==> src/rtl/tlb_pkg.sv <==
package tlb_pkg;

  typedef enum logic [1:0] {
    PG_4K   = 2'd0,
    PG_16K  = 2'd1,
    PG_512K = 2'd2,
    PG_8M   = 2'd3
  } pg_size_e;

  // number of untranslated low address bits for a page-size code
  function automatic logic [4:0] pg_shift(logic [1:0] sz);
    case (sz)
      2'd0:    return 5'd12;
      2'd1:    return 5'd14;
      2'd2:    return 5'd19;
      default: return 5'd23;
    endcase
  endfunction

endpackage

==> src/rtl/tlb_match.sv <==
module tlb_match #(
  parameter int N   = 8,
  parameter int AW  = 32,
  parameter int IDW = 4
) (
  input  logic [N-1:0]   valid,
  input  logic [N-1:0]   glob,
  input  logic [AW-1:0]  tag  [N],
  input  logic [IDW-1:0] id   [N],
  input  logic [1:0]     size [N],
  input  logic [AW-1:0]  q_va,
  input  logic [IDW-1:0] q_id,
  input  logic           use_id,
  output logic [N-1:0]   hits
);
  for (genvar i = 0; i < N; i++) begin : g_ent
    logic [AW-1:0] keep;
    logic          id_ok;
    assign keep    = ~((AW'(1) << tlb_pkg::pg_shift(size[i])) - AW'(1));
    assign id_ok   = !use_id || glob[i] || (id[i] == q_id);
    assign hits[i] = valid[i] && id_ok && (((tag[i] ^ q_va) & keep) == '0);
  end
endmodule

==> src/rtl/tlb_hitsel.sv <==
module tlb_hitsel #(
  parameter int N    = 8,
  parameter int IDXW = 3
) (
  input  logic [N-1:0]    hits,
  output logic [IDXW-1:0] idx,
  output logic            any,
  output logic            multi
);
  int cnt;
  always_comb begin
    idx = '0;
    cnt = 0;
    for (int i = N - 1; i >= 0; i--) begin
      if (hits[i]) begin
        idx = IDXW'(i);
        cnt = cnt + 1;
      end
    end
    any   = |hits;
    multi = (cnt > 1);
  end
endmodule

==> src/rtl/tlb_victim.sv <==
module tlb_victim #(
  parameter int N    = 8,
  parameter int IDXW = 3
) (
  input  logic [N-1:0]    locked,
  input  logic [IDXW-1:0] ptr,
  output logic [IDXW-1:0] idx,
  output logic            ok
);
  int cand;
  always_comb begin
    ok   = 1'b0;
    idx  = ptr;
    cand = 0;
    // descending scan so the nearest unlocked slot is assigned last
    for (int k = N - 1; k >= 0; k--) begin
      cand = int'(ptr) + k;
      if (cand >= N) cand = cand - N;
      if (!locked[cand]) begin
        ok  = 1'b1;
        idx = IDXW'(cand);
      end
    end
  end
endmodule

==> src/rtl/tlb_assoc.sv <==
module tlb_assoc #(
  parameter int N   = 8,
  parameter int AW  = 32,
  parameter int IDW = 4,
  parameter int GW  = 4,
  parameter int ATW = 2
) (
  input  logic           clk,
  input  logic           rst_n,
  input  logic           xlate_en,
  input  logic           lock_ctl,
  input  logic           lk_valid,
  input  logic [AW-1:0]  lk_vaddr,
  input  logic [IDW-1:0] lk_asid,
  output logic           res_valid,
  output logic           res_hit,
  output logic [AW-1:0]  res_paddr,
  output logic [GW-1:0]  res_group,
  output logic [ATW-1:0] res_attr,
  output logic           res_multi,
  input  logic           fill_en,
  input  logic [AW-1:0]  fill_vaddr,
  input  logic [AW-1:0]  fill_paddr,
  input  logic [IDW-1:0] fill_asid,
  input  logic [1:0]     fill_size,
  input  logic           fill_global,
  input  logic [GW-1:0]  fill_group,
  input  logic [ATW-1:0] fill_attr,
  output logic           fill_drop,
  input  logic           inv_all,
  input  logic           inv_one,
  input  logic [AW-1:0]  inv_vaddr
);
  localparam int IDXW = (N > 1) ? $clog2(N) : 1;

  function automatic logic [AW-1:0] off_mask(logic [1:0] sz);
    return (AW'(1) << tlb_pkg::pg_shift(sz)) - AW'(1);
  endfunction

  function automatic logic [AW-1:0] compose(logic [AW-1:0] pa, logic [AW-1:0] va,
                                            logic [1:0] sz);
    return (pa & ~off_mask(sz)) | (va & off_mask(sz));
  endfunction

  // table state
  logic [N-1:0]   valid_q, lock_q, glob_q;
  logic [AW-1:0]  tag_q  [N];
  logic [AW-1:0]  pa_q   [N];
  logic [IDW-1:0] id_q   [N];
  logic [1:0]     size_q [N];
  logic [GW-1:0]  grp_q  [N];
  logic [ATW-1:0] attr_q [N];
  logic [IDXW-1:0] ptr_q;

  // named internal events
  logic [N-1:0]    lk_hits, inv_hits;
  logic [IDXW-1:0] sel_idx, vic_idx;
  logic            sel_any, sel_multi, vic_ok;
  logic            cmd_fill, fill_do, fill_block;

  assign cmd_fill   = fill_en && !inv_all && !inv_one;
  assign fill_do    = cmd_fill && vic_ok;
  assign fill_block = cmd_fill && !vic_ok;

  tlb_match #(.N(N), .AW(AW), .IDW(IDW)) u_lk_match (
    .valid(valid_q), .glob(glob_q), .tag(tag_q), .id(id_q), .size(size_q),
    .q_va(lk_vaddr), .q_id(lk_asid), .use_id(1'b1), .hits(lk_hits)
  );

  tlb_match #(.N(N), .AW(AW), .IDW(IDW)) u_inv_match (
    .valid(valid_q), .glob(glob_q), .tag(tag_q), .id(id_q), .size(size_q),
    .q_va(inv_vaddr), .q_id('0), .use_id(1'b0), .hits(inv_hits)
  );

  tlb_hitsel #(.N(N), .IDXW(IDXW)) u_sel (
    .hits(lk_hits), .idx(sel_idx), .any(sel_any), .multi(sel_multi)
  );

  tlb_victim #(.N(N), .IDXW(IDXW)) u_vic (
    .locked(lock_q), .ptr(ptr_q), .idx(vic_idx), .ok(vic_ok)
  );

  // control state
  always_ff @(posedge clk) begin
    if (!rst_n) begin
      valid_q   <= '0;
      lock_q    <= '0;
      ptr_q     <= '0;
      fill_drop <= 1'b0;
    end else begin
      fill_drop <= fill_block;
      if (inv_all) begin
        valid_q <= '0;
        lock_q  <= '0;
      end else if (inv_one) begin
        valid_q <= valid_q & ~inv_hits;
        lock_q  <= lock_q & ~inv_hits;
      end else if (fill_do) begin
        valid_q[vic_idx] <= 1'b1;
        lock_q[vic_idx]  <= lock_ctl;
        ptr_q <= (int'(vic_idx) == N - 1) ? '0 : vic_idx + IDXW'(1);
      end
    end
  end

  // entry payload, written only by refills
  always_ff @(posedge clk) begin
    if (fill_do) begin
      tag_q[vic_idx]  <= fill_vaddr & ~off_mask(fill_size);
      pa_q[vic_idx]   <= fill_paddr & ~off_mask(fill_size);
      id_q[vic_idx]   <= fill_asid;
      size_q[vic_idx] <= fill_size;
      glob_q[vic_idx] <= fill_global;
      grp_q[vic_idx]  <= fill_group;
      attr_q[vic_idx] <= fill_attr;
    end
  end

  // registered lookup result
  always_ff @(posedge clk) begin
    if (!rst_n) begin
      res_valid <= 1'b0;
      res_hit   <= 1'b0;
      res_paddr <= '0;
      res_group <= '0;
      res_attr  <= '0;
      res_multi <= 1'b0;
    end else begin
      res_valid <= lk_valid;
      res_hit   <= 1'b0;
      res_paddr <= '0;
      res_group <= '0;
      res_attr  <= '0;
      res_multi <= 1'b0;
      if (lk_valid) begin
        if (!xlate_en) begin
          res_hit   <= 1'b1;
          res_paddr <= lk_vaddr;
        end else if (sel_any) begin
          res_hit   <= 1'b1;
          res_paddr <= compose(pa_q[sel_idx], lk_vaddr, size_q[sel_idx]);
          res_group <= grp_q[sel_idx];
          res_attr  <= attr_q[sel_idx];
          res_multi <= sel_multi;
        end
      end
    end
  end
endmodule

==> config.mk <==
export PLATFORM = sky130hd
export DESIGN_NAME = tlb_assoc
export DESIGN_NICKNAME = d
export VERILOG_FILES = /design/src/rtl/tlb_pkg.sv /design/src/rtl/tlb_match.sv /design/src/rtl/tlb_hitsel.sv /design/src/rtl/tlb_victim.sv /design/src/rtl/tlb_assoc.sv
export SDC_FILE = /design/constraint.sdc
export NUM_CORES = 1
export LEC_CHECK = 0
export ABC_AREA = 1
export ABC_CLOCK_PERIOD_IN_PS = 8200
export BUFFER_PORTS_ARGS = -buffer_cell sky130_fd_sc_hd__buf_2
export CAP_MARGIN = 20
export CORE_UTILIZATION = 50
export CTS_BUF_LIST = sky130_fd_sc_hd__clkbuf_2 sky130_fd_sc_hd__clkbuf_4 sky130_fd_sc_hd__clkbuf_8
export DETAILED_ROUTE_END_ITERATION = 16
export PLACE_DENSITY_LB_ADDON = 0.2
export SLEW_MARGIN = 15
export SYNTH_ARGS = -nofsm -noshare
export SYNTH_HDL_FRONTEND = slang
export SYNTH_HIERARCHICAL = 1
export SYNTH_SLANG_ARGS = --single-unit
==> constraint.sdc <==
create_clock -name clk -period 8.2 [get_ports clk]
set_input_delay 2.05 -clock clk [delete_from_list [all_inputs] [get_ports clk]]
set_output_delay 2.05 -clock clk [all_outputs]
set_load 0.02 [all_outputs]
* Word-level counts from Yosys, hierarchy flattened
Memories as Yosys holds them, arrays and structs flattened. A register that Yosys moved wholly into a read port is not among the register bits. Cells that the tools add are included.
Storage, ports and cells: register bits 367, RAM bits 304, input port bits 153, output and inout port bits 42, memories 3
Memory list:
- pa_q | depth 8, width 32, read ports 1, clocked after Yosys merged registers in 0, write ports 1, line tlb_assoc.sv:48 | logic [AW-1:0] pa_q [N];
- grp_q | depth 8, width 4, read ports 1, clocked after Yosys merged registers in 1, write ports 1, line tlb_assoc.sv:51 | logic [GW-1:0] grp_q [N];
- attr_q | depth 8, width 2, read ports 1, clocked after Yosys merged registers in 1, write ports 1, line tlb_assoc.sv:52 | logic [ATW-1:0] attr_q [N];
Cells by class: $add $sub $neg 33, $lt $le $gt $ge 22, equality and inequality tests 29, shift operators 10, mux-type cells 106, bitwise gates (word level) 56, reductions and logical operators 75
Operators with widths (count):
- $and A32 B32 Y32 | 20
- $mux W32 | 18
- $logic_not A32 Y1 | 16
- $xor A32 B32 Y32 | 16
- $not A32 Y32 | 10
- $shl A1 B5 Y32 const A | 10
- $sub A32 B2 Y32 const B | 10
- $bwmux W256 | 1
- $lt A32 B5 Y1 const B | 8
- $ge A32 B5 Y1 const B | 7
- $sub A32 B5 Y32 const B | 7
- $add A32 B2 Y32 const B | 6
- $pmux W5 S3 | 10
- $demux W32 S3 | 1
- $mux W3 | 17
- $bwmux W32 | 1
- $eq A4 B4 Y1 | 8
- $gt A32 B2 Y1 const B | 1
- $mux W8 | 4
- $or A32 B32 Y32 | 1
- $logic_and A1 B1 Y1 | 30
- $mux W1 | 30
- $mux W5 | 5
- $bmux W1 S3 | 8
- 36 further kinds | 86

* Logic depth before layout (Yosys ltp)
Gate-level depths: netlist (run 1).
depth in word-level cells 33, depth in mapped cells 38, mapped depth without buffers 37

* Modules after synthesis
The synthesis (run 1) kept the hierarchy.
Modules (own cells, without submodules):
- tlb_assoc | instances 1, cells each 1328, area each 20201.9 µm²
- tlb_match at u_inv_match | instances 1, cells each 758, area each 3895.0 µm²
- tlb_match at u_lk_match | instances 1, cells each 751, area each 3892.5 µm²
- tlb_victim | instances 1, cells each 130, area each 636.9 µm²
- tlb_hitsel | instances 1, cells each 116, area each 608.1 µm²

* Worst setup path after synthesis (run 1)
Ideal clock, no wire load.
kind input to register, start in inv_all, end reg lock_q[1], setup time 122 ps, data arrival time 7533 ps, slack 546 ps, stages 8, path buffers 0, cell sequence inv_1 nand3_1 nor2_1 inv_1 nor3_1 inv_1 o21ai_0 nor2_1
Between the ends: longest elaborated chain between the ends 5, elaborated cells between the ends (all ways) 6, those cells by class reduce/logical: 6
RTL lines:
- from (decl) | line tlb_assoc.sv:30 | input logic inv_all,
- $logic_not A1 Y1 | line tlb_assoc.sv:61 | assign cmd_fill = fill_en && !inv_all && !inv_one;
- $logic_and A1 B1 Y1 (2 in a row) | line tlb_assoc.sv:61
- $logic_and A1 B1 Y1 | line tlb_assoc.sv:62 | assign fill_do = cmd_fill && vic_ok;
- $reduce_bool A2 Y1 (no source line)
- to (signal assigned) | line tlb_assoc.sv:97 | lock_q <= lock_q & ~inv_hits;
- to (signal, indexed assignment) | line tlb_assoc.sv:100 | lock_q[vic_idx] <= lock_ctl;
- to (decl) | line tlb_assoc.sv:46 | logic [N-1:0] valid_q, lock_q, glob_q;
Several ways; a longest one is shown, not always the timed one. A chain may end at the register's enable or synchronous reset.

* Worst setup path in the final report (run 1)
start in lk_vaddr[31], end reg res_multi
Between the ends: longest elaborated chain between the ends 20, elaborated cells between the ends (all ways) 50, those cells by class add/sub: 7; order compare: 1; mux: 8; bitwise: 16; reduce/logical: 18
RTL lines:
- from (decl) | line tlb_assoc.sv:13 | input logic [AW-1:0] lk_vaddr,
- $xor A32 B32 Y32 * | line tlb_match.sv:21 | assign hits[i] = valid[i] && id_ok && (((tag[i] ^ q_va) & keep) == '0);
- $and A32 B32 Y32 * | line tlb_match.sv:21
- $logic_not A32 Y1 * | line tlb_match.sv:21
- $logic_and A1 B1 Y1 * | line tlb_match.sv:21
- named net lk_hits[7] | line tlb_assoc.sv:56 | logic [N-1:0] lk_hits, inv_hits;
- $mux W1 * | line tlb_hitsel.sv:15 | if (hits[i]) begin
- $add A1 B1 Y2 | line tlb_hitsel.sv:17 | cnt = cnt + 1;
- $mux W32 * | line tlb_hitsel.sv:15
- (+6 left out)
- $add A32 B2 Y32 | line tlb_hitsel.sv:17
- $mux W32 * | line tlb_hitsel.sv:15
- $add A32 B2 Y32 | line tlb_hitsel.sv:17
- $mux W32 * | line tlb_hitsel.sv:15
- $add A32 B2 Y32 | line tlb_hitsel.sv:17
- $mux W32 * | line tlb_hitsel.sv:15
- $gt A32 B2 Y1 * | line tlb_hitsel.sv:21 | multi = (cnt > 1);
- named net sel_multi | line tlb_assoc.sv:58 | logic sel_any, sel_multi, vic_ok;
- to (signal assigned) | line tlb_assoc.sv:144 | res_multi <= sel_multi;
- to (decl) | line tlb_assoc.sv:20 | output logic res_multi,
The timed path passes the listed nets; every way through them passes the cells marked *.

==> results of run 1 <==
## state kept, by name (all words and copies together) (netlist names), 2 cells and up
| name | count |
|---|---|
| res_attr | 2 |
| size_q | 16 |
| res_paddr | 32 |
| res_group | 4 |
| pa_q | 160 |
| tag_q | 192 |
| id_q | 32 |
| valid_q | 8 |
| ptr_q | 3 |
| lock_q | 8 |
| attr_q | 16 |
| glob_q | 8 |
| grp_q | 32 |
## power groups by stage
| stage | combinational (mW) | sequential (mW) | clock [mW] |
|---|---|---|---|
| 3_5_place_dp | 0.425 | 2.97 | 0 |
| 3_3_place_gp | 0.415 | 2.97 | 0 |
| 6_report | 0.450 | 2.91 | 2.46 |
| 2_1_floorplan | 0.296 | 2.97 | 0 |
| 5_1_grt | 0.491 | 2.91 | 2.62 |
| 4_1_cts | 0.427 | 2.91 | 2.50 |
## cell usage in the layout, fill, tap and decap left out, types with 13 or more instances in the layout
master / count
sky130_fd_sc_hd__nand3_1: 169
sky130_fd_sc_hd__ha_1: 30
sky130_fd_sc_hd__clkbuf_4: 23
sky130_fd_sc_hd__buf_2: 166
sky130_fd_sc_hd__clkinv_1: 28
sky130_fd_sc_hd__conb_1: 40
sky130_fd_sc_hd__edfxtp_1: 456
sky130_fd_sc_hd__xor2_1: 147
sky130_fd_sc_hd__buf_4: 19
sky130_fd_sc_hd__clkinv_2: 22
sky130_fd_sc_hd__a21oi_1: 51
sky130_fd_sc_hd__nand2_2: 15
sky130_fd_sc_hd__o221ai_1: 19
sky130_fd_sc_hd__xnor2_1: 175
sky130_fd_sc_hd__o21bai_1: 16
sky130_fd_sc_hd__clkbuf_8: 98
sky130_fd_sc_hd__o21ai_0: 82
sky130_fd_sc_hd__o21ai_1: 19
sky130_fd_sc_hd__inv_1: 322
sky130_fd_sc_hd__nand4_1: 13
sky130_fd_sc_hd__nand2_1: 876
sky130_fd_sc_hd__inv_2: 18
sky130_fd_sc_hd__nor2_1: 316
sky130_fd_sc_hd__dfxtp_1: 61
## through the flow
stage | instances | setup slack (ns) | utilization [%]
3_3_place_gp | 3806 | 1.37 | 53.1
6_report | 3968 | 1.96 | 56.6
5_1_grt | 3968 | 1.54 | 56.6
3_5_place_dp | 3806 | 1.32 | 53.1
2_1_floorplan | 3055 | 1.12 | -
4_1_cts | 3965 | 2.03 | 56.6
## critical path, delay by kind of cell
| family | cells | cell delay [ns] |
|---|---|---|
| adder cells (fa/ha/maj) | 5 | 1.51 |
| AND/OR/NAND/NOR | 19 | 2.19 |
| AO/OA/AOI/OAI | 2 | 0.28 |
| buffers and inverters | 6 | 0.69 |
## final cells by class
class / count / area share, %
Sequential cell: 517 / 48.8
Multi-Input combinational cell: 2039 / 34.3
Clock buffer: 121 / 4.98
Inverter: 369 / 4.63
Timing Repair Buffer: 186 / 3.28
Tap cell: 696 / 2.85
Clock inverter: 38 / 1.14
Antenna cell: 2 / 0.0164
## worst min-delay path by stage
stage / end / slack, ns / cells after the start
CTS: valid_q[5]$_SDFFE_PP0P_ / 0.49 / 2
detailed placement: valid_q[5]$_SDFFE_PP0P_ / 0.48 / 2
global route: valid_q[5]$_SDFFE_PP0P_ / 0.53 / 2
floorplan: valid_q[0]$_SDFFE_PP0P_ / 0.45 / 2
finish: valid_q[5]$_SDFFE_PP0P_ / 0.50 / 2
global placement: valid_q[5]$_SDFFE_PP0P_ / 0.48 / 2
## layer usage
layer  wire, um  up-vias  share of wire (%)  GRT usage [%]
met5         34        -              0.044              0
met4       2650        6                3.4           11.9
met3       5480      149                7.0           4.17
met2      35700      801                 46           44.1
met1      34300     9901                 44           38.8
li1           -     9940                  -              -
==> impl_results.rst, run 1 <==
.. list-table::
   :header-rows: 1

   * - Metric
     - Value
   * - TritonCTS clock tree
     - built
   * - DRC Markers
     - 0
   * - Startpoint of the most critical register-to-register path
     - tag_q[26]$_DFFE_PP_
   * - RSZ-0062 raised after global routing
     - false
   * - HPWL after detailed placement
     - 52.6 mm
   * - Run status
     - completed
   * - Die area
     - 55600 sq um
   * - Total global routing track utilization
     - 28.0%
   * - Maximum number of pins on one net before global-route repair
     - 101
   * - Final worst path period share
     - 76.1%
   * - Count of buffers added by post-CTS timing repair for setup
     - 0
   * - Number of I/O port buffers
     - 166
   * - Total congestion overflow
     - 0
   * - Worst slew pin tran
     - 1.12 ns
   * - Number of buffers created by CTS
     - roughly 90
   * - Shortest period the worst path allows
     - 6.24 ns
   * - Start point of the critical path
     - lk_vaddr[31]
   * - Total via count after detailed routing
     - 20797
   * - Horizontal extent of the die
     - 236 um
   * - Total Negative Setup Slacks
     - 0 ns
   * - Hold violation count in the final report
     - 0
   * - Number of antenna violations at the first check in global routing
     - 6
   * - Number of instances in the synthesized netlist
     - 3019
   * - Sort of element at the end of the critical path
     - register
   * - Total non-filler cell area in the finished layout
     - 30500 sq um
   * - Average footprint of a synthesized cell
     - about 9.0 sq um
   * - Max Buffers Root-to-Sink
     - 3
   * - Clock-pin slew on the worst setup and hold paths
     - roughly 0.06 ns
   * - Area of the multi-input gates
     - 10500 sq um
   * - Number of top-level pins
     - 195
   * - Number of global-route vias before repair
     - 19966
   * - Number of violations reported at the end of detailed-routing iteration 0
     - 1800
   * - Max-capacitance violation count
     - 0
   * - Worst Min Path Start
     - valid_q[5]$_SDFFE_PP0P_
   * - Via density per instance
     - approximately 5.2
   * - Slowest cell delay on critical path
     - 0.35 ns
   * - Required arrival time at the worst endpoint
     - 8.72 ns
   * - P_int
     - 4.44 mW
   * - Standard-cell row count
     - 85
   * - Area added between synthesis and finish
     - 11.8%
   * - Sw power
     - roughly 1.4 mW
   * - Antenna viol nets, final
     - 0
   * - Leakage power summed over all cells
     - 12.9 nW
   * - Power Dens Cells
     - 191 nW/um^2
   * - Routed wirelength normalized by instance count
     - 19.7 um
   * - Synth warnings
     - 6
   * - DR pass1 iterations
     - 6
   * - Critical path fanouts, max
     - 10
   * - Wire length of the first global-routing pass
     - between 100 and 150 mm
   * - Footprint of the flip-flops and latches
     - roughly 15000 sq um
   * - Capture point of the worst reg-to-reg path
     - res_multi$_SDFF_PN0_
   * - Power Total
     - just under 6 mW
   * - Tightest slew margin relative to the limit
     - 25.6%
   * - Root Buffer Master
     - sky130_fd_sc_hd__clkbuf_8
   * - Highest clock rate
     - 0.160 GHz
   * - CTS H-tree lvls
     - 3
   * - Net switching share of the total power
     - 23.8%
   * - Number of hold buffers added after cts
     - 0
   * - Latest clock arrival within the worst-skew pair
     - 0.68 ns
   * - Layout filler cell count
     - about 4800
   * - Master of the slowest instance on the critical path
     - sky130_fd_sc_hd__ha_1
   * - Worst path arrival time
     - 6.76 ns
   * - Slew Viols, Final
     - 0
   * - Proportion of power drawn by flip-flops and latches
     - 50.0%
   * - Most numerous cell on the critical path
     - sky130_fd_sc_hd__nand2_1
   * - Post-detailed-routing wire length
     - 78.1 mm
   * - Worst Clk Skew
     - around 0.043 ns
   * - Gp weighted congestion
     - 0.968
   * - Startpoint kind of the worst setup timing path
     - input pin
   * - Post-cts repair resize count
     - 0
   * - Critical path class
     - in2reg
   * - Worst voltage drop across the vdd grid
     - about 0.15 mV
   * - Post-DP Area
     - 28600 sq um
   * - Core box area
     - 53900 sq um
   * - Logic depth of the worst register-to-register path
     - 33
   * - Clk sinks
     - 517
   * - Die Span Y
     - 236 um
   * - Clock Power Share
     - 42.3%
   * - Worst hold slack after final layout
     - 0.497 ns
   * - Setup violators final
     - 0
   * - Worst setup slack for register-to-register paths
     - 3.24 ns
   * - Initial standard-cell utilization of the core
     - 50.7%
   * - Min-Delay Path Class
     - reg2reg
   * - Worst setup path endpoint
     - res_multi$_SDFF_PN0_
   * - Combinational power share
     - 7.7%
   * - Fraction of final layout cells sized beyond drive strength 1
     - 12.6%
   * - Cell area after technology mapping
     - 27300 sq um
   * - Net total in the final layout
     - 3384
Note: power is estimated with default switching activity, not from simulation.
==> run 2, diff against run 1 <==
--- a/config.mk
+++ b/config.mk
@@ -6,7 +6,7 @@
 export NUM_CORES = 1
 export LEC_CHECK = 0
 export ABC_AREA = 1
-export ABC_CLOCK_PERIOD_IN_PS = 8200
+export ABC_CLOCK_PERIOD_IN_PS = 5500
 export BUFFER_PORTS_ARGS = -buffer_cell sky130_fd_sc_hd__buf_2
 export CAP_MARGIN = 20
 export CORE_UTILIZATION = 50
==> constraint.sdc (replaced) <==
create_clock -name clk -period 5.5 [get_ports clk]
set_input_delay 1.375 -clock clk [delete_from_list [all_inputs] [get_ports clk]]
set_output_delay 1.375 -clock clk [all_outputs]
set_load 0.02 [all_outputs]
==> run 2 against run 1 <==
Effect of this change:
- design area rose by 3.0%
- global-route usage rose by 0.68 points
- sequential cell count stayed put
- critical endpoint unchanged
- largest cell class unchanged
- hold slack gained 0.0089 ns
- combinational power is 59% higher
- critical path depth rose by 1
- sequential power is 49% higher
==> impl_results.rst, run 2 (synthesized netlist as in run 1, its figures left out) <==
.. list-table::
   :header-rows: 1

   * - Metric
     - Value
   * - Number of I/O port buffers
     - 166 (unchanged)
   * - Maximum number of pins on one net before global-route repair
     - 105 (+4.0%)
   * - Area added between synthesis and finish
     - 15.2%
   * - Clk sinks
     - 517 (unchanged)
   * - Max-capacitance violation count
     - 0 (unchanged)
   * - Startpoint kind of the worst setup timing path
     - input pin
   * - Die area
     - 55600 sq um (unchanged)
   * - Leading cell type in the layout, fill and taps excluded
     - sky130_fd_sc_hd__nand2_1
   * - Critical path class
     - in2reg
   * - Run status
     - completed
   * - Number of hold buffers added after cts
     - 0 (unchanged)
   * - Horizontal extent of the die
     - 236 um (unchanged)
   * - Slowest cell delay on critical path
     - 0.35 ns (about the same)
   * - Core box area
     - 53900 sq um (unchanged)
   * - Number of violations reported at the end of detailed-routing iteration 0
     - 1872 (+4.0%)
   * - Worst Clk Skew
     - 0.0336 ns (-0.00950 ns)
   * - Worst path arrival time
     - 5.63 ns (-1.13 ns)
   * - Total via count after detailed routing
     - 21171 (+1.8%)
   * - Leakage power summed over all cells
     - 13.4 nW (+4.1%)
   * - Total non-filler cell area in the finished layout
     - 31500 sq um (+3.0%)
   * - DR pass1 iterations
     - 6 (unchanged)
   * - Worst voltage drop across the vdd grid
     - 0.292 mV (+89%)
   * - DRC Markers
     - 0 (unchanged)
   * - CTS H-tree lvls
     - 3 (unchanged)
   * - Tightest slew margin relative to the limit
     - 29.8% (+4.2 points)
   * - Shortest period the worst path allows
     - 5.06 ns
   * - Min-Delay Path Class
     - reg2reg
   * - Latest clock arrival within the worst-skew pair
     - 0.70 ns (+0.02 ns)
   * - RSZ-0062 raised after global routing
     - false
   * - Fraction of final layout cells sized beyond drive strength 1
     - 15.0% (+2.4 points)
   * - Layout filler cell count
     - 4706 (-1.3%)
   * - Initial standard-cell utilization of the core
     - 50.7% (unchanged)
   * - Routed wirelength normalized by instance count
     - 19.6 um (-0.57%)
   * - Start point of the critical path
     - lk_vaddr[27]
   * - Die Span Y
     - 236 um (unchanged)
   * - Register with the most flip-flops
     - tag_q
   * - Worst Min Path Start
     - valid_q[1]$_SDFFE_PP0P_
   * - Antenna viol nets, final
     - 0 (unchanged)
   * - Required arrival time at the worst endpoint
     - 6.07 ns (-2.65 ns)
   * - Most numerous cell on the critical path
     - sky130_fd_sc_hd__nand2_1
   * - Gp weighted congestion
     - 0.961 (-0.76%)
   * - Critical path fanouts, max
     - 6 (-4)
   * - Total global routing track utilization
     - 28.7% (+0.68 points)
   * - Total congestion overflow
     - 0 (unchanged)
   * - Worst hold slack after final layout
     - 0.506 ns (+0.00890 ns)
   * - TritonCTS clock tree
     - built
   * - Count of buffers added by post-CTS timing repair for setup
     - 0 (unchanged)
   * - Master of the slowest instance on the critical path
     - sky130_fd_sc_hd__ha_1
   * - Post-DP Area
     - 29500 sq um (+2.8%)
   * - Max Buffers Root-to-Sink
     - 3 (unchanged)
   * - HPWL after detailed placement
     - 54.6 mm (+3.8%)
   * - Number of global-route vias before repair
     - 20568 (+3.0%)
   * - Final worst path period share
     - 91.9%
   * - Highest clock rate
     - slightly below 0.2 GHz
   * - Clock-pin slew on the worst setup and hold paths
     - 0.07 ns (about the same)
   * - Root Buffer Master
     - sky130_fd_sc_hd__clkbuf_8
   * - Hold violation count in the final report
     - 0 (unchanged)
   * - Wire length of the first global-routing pass
     - 120 mm (+2.5%)
   * - Number of top-level pins
     - 195 (unchanged)
   * - Setup violators final
     - 0 (unchanged)
   * - Post-detailed-routing wire length
     - 79.5 mm (+1.8%)
   * - Startpoint of the most critical register-to-register path
     - tag_q[61]$_DFFE_PP_
   * - Power Dens Cells
     - 283 nW/um^2 (+48%)
   * - Number of antenna violations at the first check in global routing
     - 6 (unchanged)
   * - Registers with the highest flip-flop counts
     - tag_q (192), pa_q (160)
   * - Post-cts repair resize count
     - 0 (unchanged)
   * - Standard-cell row count
     - 85 (unchanged)
   * - Via density per instance
     - 5.21 (-0.53%)
   * - Worst slew pin tran
     - 1.04 ns (-0.0721 ns)
   * - Max reg flops
     - 192 (unchanged)
   * - Net total in the final layout
     - 3471 (+2.6%)
   * - Slew Viols, Final
     - 0 (unchanged)
   * - Commonest non-fill, non-tap cells in the layout
     - sky130_fd_sc_hd__nand2_1, sky130_fd_sc_hd__edfxtp_1, sky130_fd_sc_hd__inv_1, sky130_fd_sc_hd__nor2_1, sky130_fd_sc_hd__xnor2_1
   * - Number of buffers created by CTS
     - 89 (+1.1%)
   * - Sort of element at the end of the critical path
     - register
==> run 2: changes by cell type in the layout (fill, tap and decap cells not counted), moves of 2 or more <==
cell                       delta
sky130_fd_sc_hd__buf_4       +73
sky130_fd_sc_hd__buf_12      +14
sky130_fd_sc_hd__clkinv_2     -6
sky130_fd_sc_hd__clkbuf_4     +4
sky130_fd_sc_hd__clkbuf_8     +4
sky130_fd_sc_hd__inv_12       +3
sky130_fd_sc_hd__inv_2        +2
==> run 2: final timing paths <==
check             slack, ns                 endpoint  cells after the start
hold / removal         0.51  valid_q[1]$_SDFFE_PP0P_                      2
setup reg to reg       0.81     res_multi$_SDFF_PN0_                     32
setup / recovery       0.44     res_multi$_SDFF_PN0_                     33
hold reg to reg        0.51  valid_q[1]$_SDFFE_PP0P_                      2
==> run 2: final cells by class <==
class	count	area, sq um	area share (%)
flip-flops and latches	517	14900	47.4
multi-input cells	2039	10500	33.3
repair buffers	272	1800	5.73
clock buffers	129	1610	5.11
inverters	369	1410	4.49
well taps	696	871	2.77
clock inverters	38	387	1.23
diodes	1	2.50	0.00795
==> run 2: stage by stage <==
stage                     power [mW]  TNS (ns)  cells  util (%)  worst slack (ns)
final                           8.91         0   4061      58.4             0.443
after global routing            9.19         0   4061      58.4            0.0756
after CTS                       8.93         0   4059      58.3             0.501
after detailed placement        5.10    -0.242   3892      54.6            -0.242
after global placement          5.09    -0.211   3892      54.6            -0.211
after floorplan                 4.87         0   3055         -             0.216
==> run 2: layer usage <==
metal	GRT usage (%)	vias up	wire length, um
met1	38.8	10024	33800
met2	46.8	844	37200
met4	10.5	10	2510
li1	-	10133	-
met5	0	-	69
met3	4.58	160	5940
==> run 2: report_power, final <==
part	leakage (nW)	internal, mW	switching [mW]
Combinational	7.74	0.248	0.467
Clock	1.05	2.19	1.66
Sequential	4.62	4.32	0.0243
Total	13.4	6.76	2.15
==> run 2: worst max-delay path, delay by kind of cell <==
kind | cells | cell delay [ns]
compound gates | 1 | 0.14
buf+inv | 6 | 0.48
simple gates | 21 | 2.14
fa+ha+maj | 5 | 1.48
